## src/rtl/pfs_pkg.sv

```systemverilog
package pfs_pkg;

    typedef enum logic [3:0] {
        ST_OFF,
        ST_IDLE,
        ST_PROBE,
        ST_GRACE,
        ST_STORE,
        ST_HOLD,
        ST_RECOVER,
        ST_RECALL,
        ST_LOWV
    } pfs_state_e;

    function automatic int unsigned pfs_max(input int unsigned a, input int unsigned b);
        return (a > b) ? a : b;
    endfunction

endpackage

```

## src/rtl/pfs_dncnt.sv

```systemverilog
module pfs_dncnt #(
    parameter int unsigned TW = 8
) (
    input  logic          clk,
    input  logic          rst_n,
    input  logic          load,
    input  logic [TW-1:0] val,
    output logic          zero
);
    logic [TW-1:0] cnt;

    always_ff @(posedge clk or negedge rst_n) begin
        if (!rst_n) begin
            cnt <= '0;
        end else if (load) begin
            cnt <= val;
        end else if (cnt != '0) begin
            cnt <= cnt - 1'b1;
        end
    end

    assign zero = (cnt == '0);
endmodule

```

## src/rtl/pfs_lowpulse.sv

```systemverilog
module pfs_lowpulse #(
    parameter int unsigned HS_MIN_CYC = 2
) (
    input  logic clk,
    input  logic rst_n,
    input  logic en,
    input  logic line_in,
    output logic hit
);
    localparam int unsigned CW = $clog2(HS_MIN_CYC + 1);
    localparam logic [CW-1:0] LAST = CW'(HS_MIN_CYC - 1);
    localparam logic [CW-1:0] SAT  = CW'(HS_MIN_CYC);

    logic [CW-1:0] run;

    always_ff @(posedge clk or negedge rst_n) begin
        if (!rst_n) begin
            run <= '0;
        end else if (!en || line_in) begin
            run <= '0;
        end else if (run != SAT) begin
            run <= run + 1'b1;
        end
    end

    assign hit = en && !line_in && (run == LAST);
endmodule

```

## src/rtl/pfs_fsm.sv

```systemverilog
module pfs_fsm
    import pfs_pkg::*;
#(
    parameter int unsigned TW          = 8,
    parameter int unsigned ACK_CYC     = 2,
    parameter int unsigned GRACE_CYC   = 100,
    parameter int unsigned STORE_CYC   = 1000,
    parameter int unsigned RECALL_CYC  = 2000,
    parameter int unsigned RECOVER_CYC = 70
) (
    input  logic          clk,
    input  logic          rst_n,
    input  logic          sup_lo_sw,
    input  logic          sup_lo_rst,
    input  logic          cap_lo_sw,
    input  logic          busy_line_in,
    input  logic          mem_written,
    input  logic          mem_active,
    input  logic          hw_hit,
    input  logic          tmr_zero,
    output logic          det_en,
    output logic          tmr_load,
    output logic [TW-1:0] tmr_val,
    output logic          busy_pull_low,
    output logic          store_req,
    output logic          recall_req,
    output logic          wr_inhibit,
    output logic          acc_disable
);
    pfs_state_e state, state_nxt;
    logic       recall_owed;
    logic       store_owed;
    logic       hw_ok;

    assign hw_ok = hw_hit && !cap_lo_sw;

    // next state
    always_comb begin
        state_nxt = state;
        unique case (state)
            ST_OFF:
                if (!sup_lo_sw) state_nxt = recall_owed ? ST_RECALL : ST_IDLE;
            ST_IDLE:
                if (sup_lo_sw)  state_nxt = ST_PROBE;
                else if (hw_ok) state_nxt = ST_GRACE;
            ST_PROBE:
                if (tmr_zero) begin
                    if (busy_line_in || !mem_written) state_nxt = ST_LOWV;
                    else                              state_nxt = ST_GRACE;
                end
            ST_GRACE:
                if (!mem_active || tmr_zero) state_nxt = ST_STORE;
            ST_STORE:
                if (tmr_zero) state_nxt = ST_HOLD;
            ST_HOLD:
                if (busy_line_in) state_nxt = ST_RECOVER;
            ST_RECOVER:
                if (tmr_zero) begin
                    if (sup_lo_sw)        state_nxt = ST_LOWV;
                    else if (recall_owed) state_nxt = ST_RECALL;
                    else                  state_nxt = ST_IDLE;
                end
            ST_RECALL:
                if (tmr_zero) state_nxt = (store_owed || hw_ok) ? ST_GRACE : ST_IDLE;
            ST_LOWV:
                if (sup_lo_rst)      state_nxt = ST_OFF;
                else if (!sup_lo_sw) state_nxt = recall_owed ? ST_RECALL : ST_IDLE;
            default:
                state_nxt = ST_OFF;
        endcase
    end

    // state register and pending flags
    always_ff @(posedge clk or negedge rst_n) begin
        if (!rst_n) begin
            state       <= ST_OFF;
            recall_owed <= 1'b1;
            store_owed  <= 1'b0;
        end else begin
            state <= state_nxt;
            if (sup_lo_rst)
                recall_owed <= 1'b1;
            else if (state_nxt == ST_RECALL && state != ST_RECALL)
                recall_owed <= 1'b0;
            if (state == ST_RECALL && state_nxt != ST_RECALL)
                store_owed <= 1'b0;
            else if (state == ST_RECALL && hw_ok)
                store_owed <= 1'b1;
        end
    end

    // shared phase timer, loaded on entry to each state
    assign tmr_load = (state_nxt != state);
    always_comb begin
        unique case (state_nxt)
            ST_PROBE:   tmr_val = TW'(ACK_CYC - 1);
            ST_GRACE:   tmr_val = TW'(GRACE_CYC - 1);
            ST_STORE:   tmr_val = TW'(STORE_CYC - 1);
            ST_RECOVER: tmr_val = TW'(RECOVER_CYC - 1);
            ST_RECALL:  tmr_val = TW'(RECALL_CYC - 1);
            default:    tmr_val = '0;
        endcase
    end

    // outputs
    always_comb begin
        busy_pull_low = 1'b0;
        store_req     = 1'b0;
        recall_req    = 1'b0;
        acc_disable   = 1'b0;
        det_en        = 1'b0;
        unique case (state)
            ST_OFF:     acc_disable = 1'b1;
            ST_IDLE:    det_en = 1'b1;
            ST_PROBE:   busy_pull_low = 1'b1;
            ST_GRACE: begin
                busy_pull_low = 1'b1;
                acc_disable   = 1'b1;
            end
            ST_STORE: begin
                busy_pull_low = 1'b1;
                store_req     = 1'b1;
                acc_disable   = 1'b1;
            end
            ST_HOLD:    acc_disable = 1'b1;
            ST_RECOVER: acc_disable = 1'b1;
            ST_RECALL: begin
                recall_req  = 1'b1;
                acc_disable = 1'b1;
                det_en      = 1'b1;
            end
            ST_LOWV:    acc_disable = 1'b0;
            default:    acc_disable = 1'b1;
        endcase
        wr_inhibit = acc_disable || cap_lo_sw;
    end
endmodule

```

## src/rtl/pfail_nv_seq.sv

```systemverilog
module pfail_nv_seq
    import pfs_pkg::*;
#(
    parameter int unsigned HS_MIN_CYC  = 2,
    parameter int unsigned ACK_CYC     = 2,
    parameter int unsigned GRACE_CYC   = 100,
    parameter int unsigned STORE_CYC   = 1000,
    parameter int unsigned RECALL_CYC  = 2000,
    parameter int unsigned RECOVER_CYC = 70
) (
    input  logic clk,
    input  logic rst_n,
    input  logic sup_lo_sw,
    input  logic sup_lo_rst,
    input  logic cap_lo_sw,
    input  logic busy_line_in,
    input  logic mem_written,
    input  logic mem_active,
    output logic busy_pull_low,
    output logic store_req,
    output logic recall_req,
    output logic wr_inhibit,
    output logic acc_disable
);
    localparam int unsigned TMAX = pfs_max(pfs_max(pfs_max(ACK_CYC, GRACE_CYC),
                                                   pfs_max(STORE_CYC, RECALL_CYC)),
                                           RECOVER_CYC);
    localparam int unsigned TW = $clog2(TMAX + 1);

    logic          det_en;
    logic          hw_hit;
    logic          tmr_load;
    logic          tmr_zero;
    logic [TW-1:0] tmr_val;

    pfs_lowpulse #(.HS_MIN_CYC(HS_MIN_CYC)) u_det (
        .clk     (clk),
        .rst_n   (rst_n),
        .en      (det_en),
        .line_in (busy_line_in),
        .hit     (hw_hit)
    );

    pfs_dncnt #(.TW(TW)) u_tmr (
        .clk   (clk),
        .rst_n (rst_n),
        .load  (tmr_load),
        .val   (tmr_val),
        .zero  (tmr_zero)
    );

    pfs_fsm #(
        .TW          (TW),
        .ACK_CYC     (ACK_CYC),
        .GRACE_CYC   (GRACE_CYC),
        .STORE_CYC   (STORE_CYC),
        .RECALL_CYC  (RECALL_CYC),
        .RECOVER_CYC (RECOVER_CYC)
    ) u_fsm (
        .clk           (clk),
        .rst_n         (rst_n),
        .sup_lo_sw     (sup_lo_sw),
        .sup_lo_rst    (sup_lo_rst),
        .cap_lo_sw     (cap_lo_sw),
        .busy_line_in  (busy_line_in),
        .mem_written   (mem_written),
        .mem_active    (mem_active),
        .hw_hit        (hw_hit),
        .tmr_zero      (tmr_zero),
        .det_en        (det_en),
        .tmr_load      (tmr_load),
        .tmr_val       (tmr_val),
        .busy_pull_low (busy_pull_low),
        .store_req     (store_req),
        .recall_req    (recall_req),
        .wr_inhibit    (wr_inhibit),
        .acc_disable   (acc_disable)
    );
endmodule

```

## config.mk

```make
export PLATFORM = sky130hd
export DESIGN_NAME = pfail_nv_seq
export DESIGN_NICKNAME = d
export VERILOG_FILES = /design/src/rtl/pfs_pkg.sv /design/src/rtl/pfs_dncnt.sv /design/src/rtl/pfs_lowpulse.sv /design/src/rtl/pfs_fsm.sv /design/src/rtl/pfail_nv_seq.sv
export SDC_FILE = /design/constraint.sdc
export NUM_CORES = 1
export LEC_CHECK = 0
export BUFFER_PORTS_ARGS = -buffer_cell sky130_fd_sc_hd__clkbuf_2
export CORE_UTILIZATION = 45
export CTS_CLUSTER_SIZE = 12
export DETAILED_ROUTE_END_ITERATION = 7
export SLEW_MARGIN = 10
export SYNTH_ARGS = -nofsm -noshare
export SYNTH_HDL_FRONTEND = slang
export SYNTH_HIERARCHICAL = 1
export SYNTH_SLANG_ARGS = --single-unit
```

## constraint.sdc

```tcl
create_clock -name clk -period 4.2 [get_ports clk]
set_clock_uncertainty 0.1 [all_clocks]
set_input_delay 0.84 -clock clk [delete_from_list [all_inputs] [get_ports clk]]
set_output_delay 0.84 -clock clk [all_outputs]
set_load 0.01 [all_outputs]
```

==> impl_metrics.csv, run 1 <==
group,metric,value,unit
cells_and_area,postLayoutCoreUtil,51.6,%
cells_and_area,syn_to_final_growth,5.78,%
detailed_routing,drt_iter0_drc,66,
placement,gp_congestion,0.834,
clock_tree,clock_path_buffers,2,
grt,busiest_layer,"met2",
grt,use_met3,4.48,%
detailed_routing,wl,3410,um
floorplan,die_h,60.5,um
cells_and_area,num-fill-cells,329,
placement,io_buffers,12,
detailed_routing,viasPerCell,5.92,
sta,period_share,81.2,%
logic_synthesis,ys_warn_count,6,
placement,dp_cells,223,
clock_tree,cts_root_buffer,"clkbuf_4",
clock_tree,htreeDepth,1,
clock_tree,cts_setup_buffers,0,
detailed_routing,wl_per_cell,15.0,um
floorplan,dieArea,3650,sq um
logic_synthesis,synth_cells,176,
sta,worstMarginPinSlew,0.601,ns
cells_and_area,layoutNonFillerInstCount,227,
sta,rsz0062_at_grt,"no",
detailed_routing,ant_nets,0,
setup_path,reg2regPathDepth,9,
clock_tree,clk_pin_slew,0.10,ns
floorplan,core-area,3150,sq um
setup_path,critPathArrivalTime,3.50,ns
grt,gr-usage-met2,33.1,%
sta,slew_viol_final,0,
clock_tree,clock_sinks,19,
grt,use_met1,30.8,%
grt,grt_max_degree,20,
setup_path,path_depth,9,
floorplan,io_pins,13,
floorplan,start_util,48.8,%
sta,hold_ws,0.388,ns
flow_run,drv_cap,0,
logic_synthesis,syn-cell-area,1540,sq um
pwr,vdd_ir_drop_max,0.412,mV
sta,setup-tns-final,0,ns
sta,max_slew_margin,59.6,%
setup_path,cp_max_fo,13,
setup_path,startpoint,"u_tmr/cnt[3]",
clock_tree,hold_buffers,0,
clock_tree,clk_latency,0.29,ns
setup_path,slowest_stage,"or4_4",
detailed_routing,post-route-drc-count,0,
setup_path,r2r_start,"u_tmr/cnt[3]",
pwr,power.leakage,0.692,nW
clock_tree,cts_buffers,3,
sta,period_needed,3.41,ns
logic_synthesis,synth_ff_type,"dfrtp_1",
placement,place_ws,0.822,ns
floorplan,rows,20,
setup_path,critical_path_class,"reg -> reg",
cells_and_area,multi_input_area,952,sq um
logic_synthesis,synth-seq-cells,19,
floorplan,die_w,60.5,um
outcome,outcome,"finished clean",
setup_path,cp_num_buf_inv,0,
setup_path,startpoint_type,"flop",
cells_and_area,drive_gt1_share,18.6,%
cells_and_area,final_cell_mix,"18 x dfrtp_1, 15 x nor2_1, 12 x clkbuf_2, 12 x nand2_1",
placement,dpl.hpwl,2580,um
setup_path,path_delay_family,"compound AO/OA/AOI/OAI gates",
sta,setup_violations,0,
logic_synthesis,syn_area_per_cell,8.74,sq um
detailed_routing,via_count,1344,
sta,hold_viol_final,0,
grt,antenna_found_initial,0,
grt,grtUsageTotal,21.6,%
setup_path,end_kind,"flop",
grt,grt_pass1_wl,5840,um
logic_synthesis,synth_edf_count,0,
logic_synthesis,async_flop_share,100,%
logic_synthesis,syn-num-nets,187,
grt,grt_overflow,0,
setup_path,max_stage_delay,0.56,ns
clock_tree,post_cts_resize_count,0,
setup_path,crit_chain,"or4_4 -> nor3_4 -> nand2b_1 -> a21oi_1 -> a22o_1 -> o31a_1 -> o221ai_2 -> nor3b_1 -> a221o_1",
logic_synthesis,synth.distinct_cells,66,
grt,grt_pass1_vias,1253,
sta,setup_slack,0.788,ns
worst_hold_path,hold_class,"in -> async",
setup_path,cp.required,4.28,ns
logic_synthesis,seq_area_frac_synth,31.0,%
clock_tree,cts_tree,"built",
pwr,power_density,807,nW/um^2
cells_and_area,nets,195,
cells_and_area,diodes,0,
sta,fmax,0.293,GHz
detailed_routing,firstDrtPassIters,4,
cells_and_area,final_common_cell,"dfrtp_1",
cells_and_area,regArea,477,sq um
==> metal layers <==
metal | up-vias | wire [um]
li1 | 656 | -
met1 | 648 | 1590
met5 | - | 0
met2 | 36 | 1590
met4 | 0 | 44
met3 | 4 | 193
==> final timing paths <==
kind                       slack (ns)                 to
setup / recovery                 0.79       u_tmr/cnt[8]
hold / removal                   0.39       u_det/run[1]
setup reg to reg                 0.79       u_tmr/cnt[8]
hold reg to reg                  0.41  u_fsm/recall_owed
max in group asynchronous        3.26  u_fsm/recall_owed
min in group clk                 0.41  u_fsm/recall_owed
==> power breakdown <==
part	leakage [nW]	internal, mW	switching (mW)	total, mW
clock	0.0150	0.0369	0.0523	0.0892
combinational	0.437	0.387	0.460	0.847
sequential	0.241	0.260	0.116	0.376
total	0.692	0.683	0.629	1.31
==> sequential cells by signal (all words and copies together) (netlist names) <==
name / flops
u_det/run: 2
u_fsm/recall_owed: 1
u_fsm/state: 4
u_fsm/store_owed: 1
u_tmr/cnt: 11
==> logic make-up after synthesis <==
| logic type | Yosys count | share of synthesized area [%] |
|---|---|---|
| xor gates and xnor gates | 8 | 4.56 |
| and+or+nand+nor | 65 | 24.2 |
| adders and majority gates | 3 | 2.44 |
| other | 1 | 0.244 |
| muxes | 5 | 3.74 |
| buffers and inverters | 22 | 7.08 |
| DFF | 19 | 31.0 |
| AOI/OAI and AO/OA | 53 | 26.7 |
==> layout make-up <==
type / instances / share of cell area, %
clock buffer: 4 / 1.62
multi-input combinational: 135 / 58.5
inverter: 11 / 2.54
tap: 44 / 3.38
sequential: 19 / 29.3
timing repair buffer: 14 / 4.62
==> stage by stage <==
step	instance area [sq um]	power, mW
floorplan	1540	1.08
global placement	1600	1.20
detailed placement	1600	1.22
CTS	1630	1.32
global route	1630	1.45
finish	1630	1.31
==> worst reg2reg max path, delay by kind of cell, from the launching register on <==
kind,cells,cell delay (ns)
AND/OR/NAND/NOR,4,1.22
AO/OA/AOI/OAI,5,1.53
flip-flops,1,0.46
==> cells in the mapped netlist (3+ instances only) <==
cell type  count  share of area (%)
a21o_1         4                2.0
a21oi_1        7                2.3
a22o_1         3                1.7
buf_2          3               0.98
buf_4          4                2.0
clkbuf_1       3               0.73
dfrtp_1       18                 29
ha_1           3                2.4
inv_1          9                2.2
nand2_1       12                2.9
nand2b_1       9                3.7
nor2_1        15                3.7
nor3_1         5                1.6
o21ai_0        7                2.3
o21ai_1        3               0.98
o31ai_1        3                1.5
xnor2_1        5                2.8
xor2_1         3                1.7
Note: power is estimated with default switching activity, not from simulation.
==> run 2, diff against run 1 <==
- clock period: 4.2 -> 3.35 ns (I/O delays scaled with it)
==> run 2 against run 1 <==
Net effect:
- worst setup slack worse by 0.63 ns
- utilization up 2.1 points
- clock power up 28%
- sequential power up 20%
==> impl_metrics.csv, run 2 (same netlist as run 1, synthesis figures left out) <==
group,metric,value,unit
sta,setup_violations,0,
sta,period_share,95.2,%
clock_tree,htreeDepth,1,
floorplan,core-area,3150,sq um
grt,grt_overflow,0,
sta,slew_viol_final,0,
cells_and_area,diodes,0,
setup_path,cp_max_fo,15,
detailed_routing,via_count,1364,
setup_path,critical_path_class,"reg -> reg",
setup_path,cp.required,3.44,ns
detailed_routing,wl_per_cell,14.4,um
sta,hold_viol_final,0,
placement,place_area,1650,sq um
grt,antenna_found_initial,0,
floorplan,die_h,60.5,um
floorplan,dieArea,3650,sq um
grt,grtUsageTotal,21.2,%
clock_tree,clk_pin_slew,0.10,ns
pwr,power_density,1010,nW/um^2
sta,rsz0062_at_grt,"no",
cells_and_area,final_common_cell,"dfrtp_1",
cells_and_area,nets,203,
outcome,outcome,"finished clean",
worst_hold_path,hold_class,"in -> async",
cells_and_area,regMostFlops,"u_tmr/cnt",
pwr,vdd_ir_drop_max,0.547,mV
detailed_routing,viasPerCell,5.80,
floorplan,die_w,60.5,um
sta,hold_ws,0.211,ns
detailed_routing,wl,3370,um
setup_path,critPathArrivalTime,3.28,ns
clock_tree,cts_tree,"built",
pwr,netSwitchingFraction,46.7,%
detailed_routing,firstDrtPassIters,4,
placement,dpl.hpwl,2600,um
cells_and_area,reg_top3,"u_tmr/cnt x11, u_fsm/state x4, u_det/run x2",
setup_path,r2r_start,"u_tmr/cnt[7]",
placement,place_ws,0.135,ns
floorplan,start_util,48.8,%
sta,setup_slack,0.160,ns
placement,gp_congestion,0.832,
cells_and_area,drive_gt1_share,22.5,%
cells_and_area,final_cell_mix,"18 x dfrtp_1, 15 x nor2_1, 12 x clkbuf_2, 12 x nand2_1",
pwr,p_sw,0.798,mW
grt,grt_pass1_vias,1319,
sta,fmax,0.313,GHz
cells_and_area,largest_reg_flops,11,
floorplan,rows,20,
setup_path,end_kind,"flop",
grt,grt_max_degree,20,
setup_path,crit_path_end,"u_tmr/cnt[8]",
detailed_routing,post-route-drc-count,0,
detailed_routing,drt_iter0_drc,64,
clock_tree,cts_root_buffer,"clkbuf_4",
setup_path,reg2regPathDepth,10,
cells_and_area,stdcell_area,1690,sq um
pwr,clkPwrFrac,6.7,%
pwr,internal_power,0.910,mW
sta,worstMarginPinSlew,0.572,ns
floorplan,io_pins,13,
sta,max_slew_margin,61.6,%
clock_tree,clk_latency,0.30,ns
placement,io_buffers,12,
clock_tree,clock_path_buffers,2,
setup_path,reg2reg_to,"u_tmr/cnt[8]",
sta,period_needed,3.19,ns
setup_path,startpoint,"u_tmr/cnt[7]",
pwr,pwr-share-seq,26.5,%
sta,setup-tns-final,0,ns
cells_and_area,syn_to_final_growth,10.1,%
pwr,comb_power_share,66.8,%
detailed_routing,ant_nets,0,
setup_path,startpoint_type,"flop",
flow_run,drv_cap,0,
clock_tree,clock_sinks,19,
pwr,power.leakage,0.734,nW
setup_path,r2r_slack,0.16,ns
grt,grt_pass1_wl,5840,um
clock_tree,cts_buffers,3,
==> run 2: cell count changes in the layout (fill, tap and decap cells not counted) <==
cell,delta
buf_4,+7
nand2b_1,-1
nand2b_2,+1
buf_6,+1
==> run 2: metal layers <==
metal	track usage (%)	up-vias	wire length, um
li1	-	669	-
met1	28.3	653	1620
met2	35.8	40	1590
met3	4.26	2	146
met4	3.90	0	10
met5	0	-	0
==> run 2: how the worst min path moves through the flow <==
stage | start | end | slack (ns)
floorplan | rst_n | u_det/run[0] | 0.27
global placement | u_fsm/store_owed | u_fsm/store_owed | 0.37
detailed placement | u_fsm/store_owed | u_fsm/store_owed | 0.38
CTS | rst_n | u_fsm/store_owed | 0.22
global route | rst_n | u_fsm/store_owed | 0.24
finish | rst_n | u_det/run[0] | 0.21
==> run 2: worst max-delay path, stage by stage, from the launching register on <==
cell and delay, ns:
dfrtp_1 0.45, or4_4 0.60, nor3_4 0.29, buf_4 0.17, o32a_1 0.22, o32a_4 0.22, mux2_4 0.31, o221ai_2 0.16
buf_6 0.18, nor3b_1 0.06, a221o_1 0.31
==> run 2: through the flow <==
step	instances	utilization [%]	power [mW]
after floorplan	176	-	1.35
after global placement	229	52.2	1.55
after detailed placement	229	52.2	1.58
after CTS	233	53.0	1.69
after global routing	235	53.7	1.87
final	235	53.7	1.71
==> run 2: power by group through the flow <==
stage	clock (mW)	sequential, mW	combinational (mW)
global route	0.124	0.469	1.28
floorplan	0	0.393	0.962
detailed placement	0	0.455	1.12
global placement	0	0.445	1.11
CTS	0.117	0.450	1.13
finish	0.114	0.453	1.14
==> run 2: area by class of cell <==
class / count / area [sq um]
clock buffer: 4 / 26.3
multi-input combinational: 135 / 955
fill: 328 / 1460
inverter: 11 / 41.3
timing repair buffer: 22 / 139
sequential: 19 / 477
tap: 44 / 55.1
==> run 2: what timing repair did <==
action                                  4_1_cts  5_1_grt
buffers inserted                              0        2
gates resized for setup                       0        2
hold buffers                                  0        0
endpoints found under the setup margin        0        2
hold endpoints to repair                      0        0
